===== src/rtl/obuf_arb_pkg.sv =====
package obuf_arb_pkg;
   typedef enum logic [1:0] {
      OWN_CTRL = 2'd0,
      OWN_KBD  = 2'd1,
      OWN_AUX  = 2'd2
   } owner_e;

   localparam int unsigned NUM_SRC  = 4;
   localparam int unsigned SLOT_CK  = 0; // controller reply, keyboard tag
   localparam int unsigned SLOT_CA  = 1; // controller reply, aux tag
   localparam int unsigned SLOT_KBD = 2;
   localparam int unsigned SLOT_AUX = 3;
endpackage


===== src/rtl/obuf_prio_pick.sv =====
module obuf_prio_pick #(
   parameter int unsigned N = 4
) (
   input  logic [N-1:0] req_i,
   output logic [N-1:0] grant_o,
   output logic         any_o
);
   if (N < 2) begin : g_bad_n
      $error("obuf_prio_pick: N must be at least 2");
   end

   logic [N:0] seen;
   assign seen[0] = 1'b0;

   for (genvar i = 0; i < N; i++) begin : g_chain
      assign grant_o[i]  = req_i[i] & ~seen[i];
      assign seen[i+1]   = seen[i] | req_i[i];
   end

   assign any_o = seen[N];
endmodule


===== src/rtl/obuf_reply_hold.sv =====
module obuf_reply_hold #(
   parameter int unsigned DATA_W = 8
) (
   input  logic              clk_i,
   input  logic              rst_ni,
   input  logic              push_i,
   input  logic              aux_i,
   input  logic [DATA_W-1:0] byte_i,
   input  logic              clear_i,
   output logic [1:0]        flag_q_o,
   output logic [1:0]        flag_n_o,
   output logic [DATA_W-1:0] byte_o
);
   logic [1:0]        flag_q;
   logic [DATA_W-1:0] byte_q;

   always_comb begin
      flag_n_o = flag_q;
      if (push_i)       flag_n_o = aux_i ? 2'b10 : 2'b01;
      else if (clear_i) flag_n_o = 2'b00;
   end

   always_ff @(posedge clk_i) begin
      if (!rst_ni) begin
         flag_q <= 2'b00;
         byte_q <= '0;
      end else begin
         flag_q <= flag_n_o;
         if (push_i) byte_q <= byte_i;
      end
   end

   assign flag_q_o = flag_q;
   assign byte_o   = byte_q;

   AST_ONE_TAG: assert property (@(posedge clk_i) disable iff (!rst_ni)
      $onehot0(flag_q));
endmodule


===== src/rtl/obuf_throttle.sv =====
module obuf_throttle #(
   parameter bit          ENABLE = 1'b1,
   parameter int unsigned CYCLES = 100_000
) (
   input  logic clk_i,
   input  logic rst_ni,
   input  logic start_i,
   output logic busy_o
);
   if (CYCLES < 1) begin : g_bad_cyc
      $error("obuf_throttle: CYCLES must be at least 1");
   end

   if (ENABLE) begin : g_on
      localparam int unsigned CW = $clog2(CYCLES + 1);
      logic [CW-1:0] cnt_q;

      always_ff @(posedge clk_i) begin
         if (!rst_ni)               cnt_q <= '0;
         else if (start_i)          cnt_q <= CW'(CYCLES);
         else if (cnt_q != '0)      cnt_q <= cnt_q - 1'b1;
      end

      assign busy_o = (cnt_q != '0);

      AST_START_BUSY: assert property (@(posedge clk_i) disable iff (!rst_ni)
         start_i |=> busy_o);
   end else begin : g_off
      assign busy_o = 1'b0 & start_i;
   end
endmodule


===== src/rtl/obuf_src_arb.sv =====
module obuf_src_arb
   import obuf_arb_pkg::*;
#(
   parameter int unsigned DATA_W       = 8,
   parameter bit          THROTTLE_ON  = 1'b1,
   parameter int unsigned THROTTLE_CYC = 100_000
) (
   input  logic              clk_i,
   input  logic              rst_ni,
   input  logic              rply_push_i,
   input  logic              rply_aux_i,
   input  logic [DATA_W-1:0] rply_byte_i,
   input  logic              kbd_pend_i,
   input  logic              aux_pend_i,
   input  logic [DATA_W-1:0] kbd_byte_i,
   input  logic [DATA_W-1:0] aux_byte_i,
   input  logic              kbd_irq_en_i,
   input  logic              aux_irq_en_i,
   input  logic              kbd_off_i,
   input  logic              aux_off_i,
   input  logic              rd_i,
   output logic [DATA_W-1:0] rd_byte_o,
   output logic              obf_o,
   output logic              aux_obf_o,
   output logic [1:0]        owner_o,
   output logic              kbd_pop_o,
   output logic              aux_pop_o,
   output logic              kbd_irq_o,
   output logic              aux_irq_o
);
   if (DATA_W < 1) begin : g_bad_w
      $error("obuf_src_arb: DATA_W must be at least 1");
   end

   logic              obf_q, aux_obf_q, kbd_irq_q, aux_irq_q;
   owner_e            own_q;
   logic [DATA_W-1:0] rd_byte_q;

   logic              take;
   logic              ctl_clear;
   logic [1:0]        ctl_flag_q, ctl_flag_n;
   logic [DATA_W-1:0] hold_byte;
   logic              thr_busy, thr_start;
   logic [1:0]        dev_req;
   logic [NUM_SRC-1:0] req_idle, req_reread, gnt_idle, gnt_reread;
   logic              any_idle, any_reread;

   logic              obf_n, aux_obf_n;
   owner_e            own_n;
   logic [DATA_W-1:0] rd_byte_n;

   assign take      = rd_i & obf_q;
   assign ctl_clear = take & (own_q == OWN_CTRL);
   assign thr_start = take & (own_q == OWN_KBD);
   assign kbd_pop_o = take & (own_q == OWN_KBD);
   assign aux_pop_o = take & (own_q == OWN_AUX);

   obuf_reply_hold #(.DATA_W(DATA_W)) u_hold (
      .clk_i    (clk_i),
      .rst_ni   (rst_ni),
      .push_i   (rply_push_i),
      .aux_i    (rply_aux_i),
      .byte_i   (rply_byte_i),
      .clear_i  (ctl_clear),
      .flag_q_o (ctl_flag_q),
      .flag_n_o (ctl_flag_n),
      .byte_o   (hold_byte)
   );

   obuf_throttle #(.ENABLE(THROTTLE_ON), .CYCLES(THROTTLE_CYC)) u_thr (
      .clk_i   (clk_i),
      .rst_ni  (rst_ni),
      .start_i (thr_start),
      .busy_o  (thr_busy)
   );

   // device requests masked by the channel-off mode bits
   assign dev_req    = {aux_pend_i & ~aux_off_i, kbd_pend_i & ~kbd_off_i};
   assign req_idle   = {dev_req, ctl_flag_q};
   assign req_reread = {dev_req, ctl_flag_n};

   obuf_prio_pick #(.N(NUM_SRC)) u_pick_idle (
      .req_i   (req_idle),
      .grant_o (gnt_idle),
      .any_o   (any_idle)
   );

   obuf_prio_pick #(.N(NUM_SRC)) u_pick_reread (
      .req_i   (req_reread),
      .grant_o (gnt_reread),
      .any_o   (any_reread)
   );

   function automatic owner_e grant_owner(input logic [NUM_SRC-1:0] g);
      if (g[SLOT_CK] | g[SLOT_CA]) return OWN_CTRL;
      if (g[SLOT_KBD])             return OWN_KBD;
      return OWN_AUX;
   endfunction

   always_comb begin
      obf_n     = obf_q;
      aux_obf_n = aux_obf_q;
      own_n     = own_q;
      rd_byte_n = rd_byte_q;
      if (take) begin
         obf_n     = 1'b0;
         aux_obf_n = 1'b0;
         unique case (own_q)
            OWN_KBD: rd_byte_n = kbd_byte_i;
            OWN_AUX: rd_byte_n = aux_byte_i;
            default: rd_byte_n = hold_byte;
         endcase
         if ((own_q == OWN_CTRL) && any_reread) begin
            obf_n     = 1'b1;
            aux_obf_n = gnt_reread[SLOT_CA] | gnt_reread[SLOT_AUX];
            own_n     = grant_owner(gnt_reread);
         end
      end else if (!obf_q && !thr_busy && any_idle) begin
         obf_n     = 1'b1;
         aux_obf_n = gnt_idle[SLOT_CA] | gnt_idle[SLOT_AUX];
         own_n     = grant_owner(gnt_idle);
      end
   end

   always_ff @(posedge clk_i) begin
      if (!rst_ni) begin
         obf_q     <= 1'b0;
         aux_obf_q <= 1'b0;
         own_q     <= OWN_CTRL;
         rd_byte_q <= '0;
         kbd_irq_q <= 1'b0;
         aux_irq_q <= 1'b0;
      end else begin
         obf_q     <= obf_n;
         aux_obf_q <= aux_obf_n;
         own_q     <= own_n;
         rd_byte_q <= rd_byte_n;
         kbd_irq_q <= obf_n & ~aux_obf_n & kbd_irq_en_i & ~kbd_off_i;
         aux_irq_q <= obf_n & aux_obf_n & aux_irq_en_i;
      end
   end

   assign obf_o     = obf_q;
   assign aux_obf_o = aux_obf_q;
   assign owner_o   = own_q;
   assign rd_byte_o = rd_byte_q;
   assign kbd_irq_o = kbd_irq_q;
   assign aux_irq_o = aux_irq_q;

   AST_AUX_IMPLIES_FULL: assert property (@(posedge clk_i) disable iff (!rst_ni)
      aux_obf_q |-> obf_q);
   AST_OWNER_HELD: assert property (@(posedge clk_i) disable iff (!rst_ni)
      (obf_q && !rd_i) |=> (obf_q && $stable(own_q) && $stable(aux_obf_q)));
   AST_DEV_READ_EMPTIES: assert property (@(posedge clk_i) disable iff (!rst_ni)
      (take && own_q != OWN_CTRL) |=> !obf_q);
   AST_IDLE_READ_KEEPS: assert property (@(posedge clk_i) disable iff (!rst_ni)
      (rd_i && !obf_q) |=> $stable(rd_byte_q));
   AST_THROTTLE_BLOCKS: assert property (@(posedge clk_i) disable iff (!rst_ni)
      (thr_busy && !obf_q) |=> !obf_q);
   AST_IRQ_EXCL: assert property (@(posedge clk_i) disable iff (!rst_ni)
      !(kbd_irq_q && aux_irq_q));
endmodule


===== config.mk =====
export PLATFORM = sky130hd
export DESIGN_NAME = obuf_src_arb
export DESIGN_NICKNAME = d
export VERILOG_FILES = /design/src/rtl/obuf_arb_pkg.sv /design/src/rtl/obuf_prio_pick.sv /design/src/rtl/obuf_reply_hold.sv /design/src/rtl/obuf_throttle.sv /design/src/rtl/obuf_src_arb.sv
export SDC_FILE = /design/constraint.sdc
export NUM_CORES = 1
export LEC_CHECK = 0
export BUFFER_PORTS_ARGS = -buffer_cell sky130_fd_sc_hd__buf_2
export CAP_MARGIN = 20
export CORE_MARGIN = 5
export CORE_UTILIZATION = 30
export DETAILED_ROUTE_END_ITERATION = 8
export SLEW_MARGIN = 10
export SYNTH_ARGS = -nofsm -noshare
export SYNTH_HDL_FRONTEND = slang
export SYNTH_SLANG_ARGS = --single-unit

===== constraint.sdc =====
create_clock -name clk_i -period 2.8 [get_ports clk_i]
set_input_delay 0 -clock clk_i [delete_from_list [all_inputs] [get_ports clk_i]]
set_output_delay 0 -clock clk_i [all_outputs]
set_load 0.1 [all_outputs]

==> flow_summary.json <==
{
  "synthCells": 231,
  "syn2layout_area_growth_pct": 25.91,
  "path_buf_inv": 1,
  "worst_pin_slew_ns": 0.6382,
  "ff2ff_path_depth": 7,
  "clk_latency_ns": 0.30,
  "holdPathEnd": "kbd_irq_o",
  "seq_area_sq_um": 820.8,
  "antenna_found_initial": 0,
  "p_leak_uw": 0.001081,
  "postCtsResizedCells": 0,
  "route.detailed.drc": 0,
  "tns_ns": 0,
  "async_flop_share_pct": 0,
  "synth_largest_area_cell": "dfxtp_1",
  "dp_cells": 348,
  "crit_type": "flop to flop",
  "synth_warnings": 0,
  "root_buffer": "clkbuf_8",
  "drive_gt1_share_pct": 21.60,
  "max_freq_mhz": 413.9,
  "synth_area_leaders": "dfxtp_1 40%, mux2i_1 5.9%, nor2b_1 5.9%",
  "antenna_left": 0,
  "layout_commonest_cell": "buf_2",
  "synth_nets": 271,
  "die_area_sq_um": 8505,
  "grt_usage_pct": 12.14,
  "hold_viol": 0,
  "startpoint_type": "flop",
  "run_status": "completed",
  "grt_overflow": 0,
  "grt_pass1_vias": 1858,
  "vias": 1826,
  "synth_top_family_by_area": "simple AND/OR/NAND/NOR gates",
  "first_iter_violations": 24,
  "synthDistinctLibCells": 38,
  "grt_pass1_wl_mm": 8.424,
  "clk_path_buf_depth": 2,
  "first_pass_iters": 4,
  "ir_drop_mv": 0.3267,
  "final_cell_mix": "50 x buf_2, 41 x dfxtp_1, 23 x nor2_1",
  "drv_cap": 0,
  "hpwl_mm": 3.420,
  "routabilityCongestion": 0.7634,
  "design_area_sq_um": 2554,
  "synthMuxAreaShare_pct": 5.922,
  "min_path_cells": 2,
  "start_util_pct": 30.36,
  "reg2reg_from": "u_thr.g_on.cnt_q[0]",
  "nets": 326,
  "path_max_fanout": 10,
  "hp-class": "primary input to flop",
  "synth_compound_area_share_pct": 14.13,
  "cts.hold.buffers_added": 11,
  "powerDensity_nw_per_um2": 998.1,
  "yosysSeqAreaShare_pct": 40.47,
  "cts_setup_buffers": 0,
  "period_share_pct": 86.29,
  "synth-simple-area-share_pct": 27.33,
  "synth_top_area_share_pct": 40.47,
  "slowest_stage": "nor4b_1",
  "rsz0062_at_grt": "no",
  "io_buffers": 50,
  "reg2reg_to": "kbd_irq_o",
  "grt_max_degree": 32,
  "path_cells": "inv_1 -> ha_1 -> nor4b_1 -> nand4b_4 -> or3_1 -> a311oi_2 -> and4bb_1",
  "synth_edf_count": 0,
  "worstPathArrival_ns": 2.66,
  "io_pins": 51,
  "avgViaCountPerCell": 4.975,
  "hp-start": "kbd_off_i",
  "cts_tree": "yes",
  "synthXorXnorAreaFrac_pct": 4.750,
  "maxSlewViolCount": 0,
  "endpoint_kind": "flop",
  "cts.sinks": 41,
  "clock-skew-final_ns": 0.01521,
  "htree_levels": 2,
  "period_needed_ns": 2.416,
  "die_x_um": 92.23,
  "critPathRequiredTime_ns": 3.05,
  "synth_adder_area_share_pct": 3.085,
  "wl_mm": 4.795,
  "wire_per_inst_um": 13.07,
  "multi_input_area_sq_um": 1120,
  "fill_cells": 684,
  "placed_area_sq_um": 2332,
  "stdcell_count": 367,
  "synth_seq_cells": 41,
  "syn-cell-area_sq_um": 2028,
  "cpPeakStageDelay_ns": 0.55,
  "num_rows": 30,
  "syn_area_per_cell_sq_um": 8.780,
  "slew-limit-headroom_pct": 56.85,
  "die-height_um": 92.23,
  "core_area_sq_um": 6681,
  "cts_buffers": 5,
  "setup_viol": 0,
  "cp_top_family": "simple AND/OR/NAND/NOR gates",
  "reg2reg_slack_ns": 0.38,
  "antenna_cells": 0,
  "synthFlopType": "dfxtp_1",
  "path_clk_slew_ns": 0.09
}
[per-layer routing]
metal  track usage, %  vias to the layer above  wire (um)
met1            14.48                      853       2230
met3            3.117                        2        263
li1                 -                      932          -
met5                0                        -          0
met4            3.342                        0         23
met2            21.47                       39       2278
[stage by stage]
| step | total power [uW] | utilization, % | setup WS (ns) | hold WS [ns] |
|---|---|---|---|---|
| floorplan | 1836 | - | 0.3789 | 0.1421 |
| global placement | 2049 | 34.91 | 0.5018 | 0.2590 |
| detailed placement | 2061 | 34.91 | 0.4000 | 0.2618 |
| CTS | 2575 | 38.22 | 0.3737 | 0.02945 |
| global route | 2755 | 38.22 | 0.1383 | 0.03670 |
| finish | 2549 | 38.22 | 0.3838 | 0.03506 |
[worst reg2reg max path, stage by stage, from the launching register on]
cell,delay [ns]
dfxtp_1,0.33
inv_1,0.11
ha_1,0.21
nor4b_1,0.55
nand4b_4,0.24
or3_1,0.38
a311oi_2,0.33
and4bb_1,0.23
[flip-flops by register name (all words and copies together), names as in the netlist]
register	count
u_hold.byte_o	8
rd_byte_o	8
kbd_irq_o	1
aux_obf_o	1
u_hold.flag_q_o	2
obf_o	1
owner_o	2
u_thr.g_on.cnt_q	17
aux_irq_o	1
[final cells by class]
class | instances | area share [%]
clock buffers | 6 | 2.842
well taps | 80 | 3.920
flip-flops and latches | 41 | 32.14
clock inverters | 2 | 1.519
repair buffers | 62 | 14.40
multi-input cells | 167 | 43.85
inverters | 9 | 1.323
[cell usage after synthesis (all sizes together), types with 2 or more instances]
| library cell | number |
|---|---|
| a22oi | 8 |
| xnor2 | 6 |
| nor4b | 2 |
| or4 | 4 |
| a21oi | 13 |
| or3 | 3 |
| buf | 2 |
| a21boi | 7 |
| nor2b | 19 |
| nor2 | 23 |
| mux2i | 12 |
| nor4 | 9 |
| inv | 9 |
| o21ai | 4 |
| xor2 | 5 |
| dfxtp | 41 |
| nor3 | 8 |
| nand3b | 3 |
| nand4 | 3 |
| clkbuf | 12 |
| ha | 5 |
| nand3 | 6 |
| nand2 | 8 |
| a211oi | 9 |
[report_power, final]
| group | internal [uW] | switching (uW) | leakage (uW) |
|---|---|---|---|
| sequential | 722 | 137 | 0.000335 |
| combinational | 476 | 724 | 0.000691 |
| clock | 268 | 222 | 0.0000554 |
[cell families (layout without fill, tap and decap cells)]
group	count (synthesis)	after routing
DFF	41	41
adders and majority gates	5	5
AOI/OAI and AO/OA	43	43
and+or+nand+nor	96	96
buffers and inverters	23	79
muxes	12	12
xor gates and xnor gates	11	11
[worst max path at each step]
stage	from	to	slack, ns	cells after the start
2_1_floorplan	owner_o[0]	rd_byte_o[4]	0.38	8
3_3_place_gp	u_thr.g_on.cnt_q[0]	kbd_irq_o	0.50	7
3_5_place_dp	u_thr.g_on.cnt_q[0]	kbd_irq_o	0.40	7
4_1_cts	u_thr.g_on.cnt_q[0]	kbd_irq_o	0.37	7
5_1_grt	u_thr.g_on.cnt_q[0]	kbd_irq_o	0.14	7
6_report	u_thr.g_on.cnt_q[0]	kbd_irq_o	0.38	7
Power figures use the tool's default switching activity.
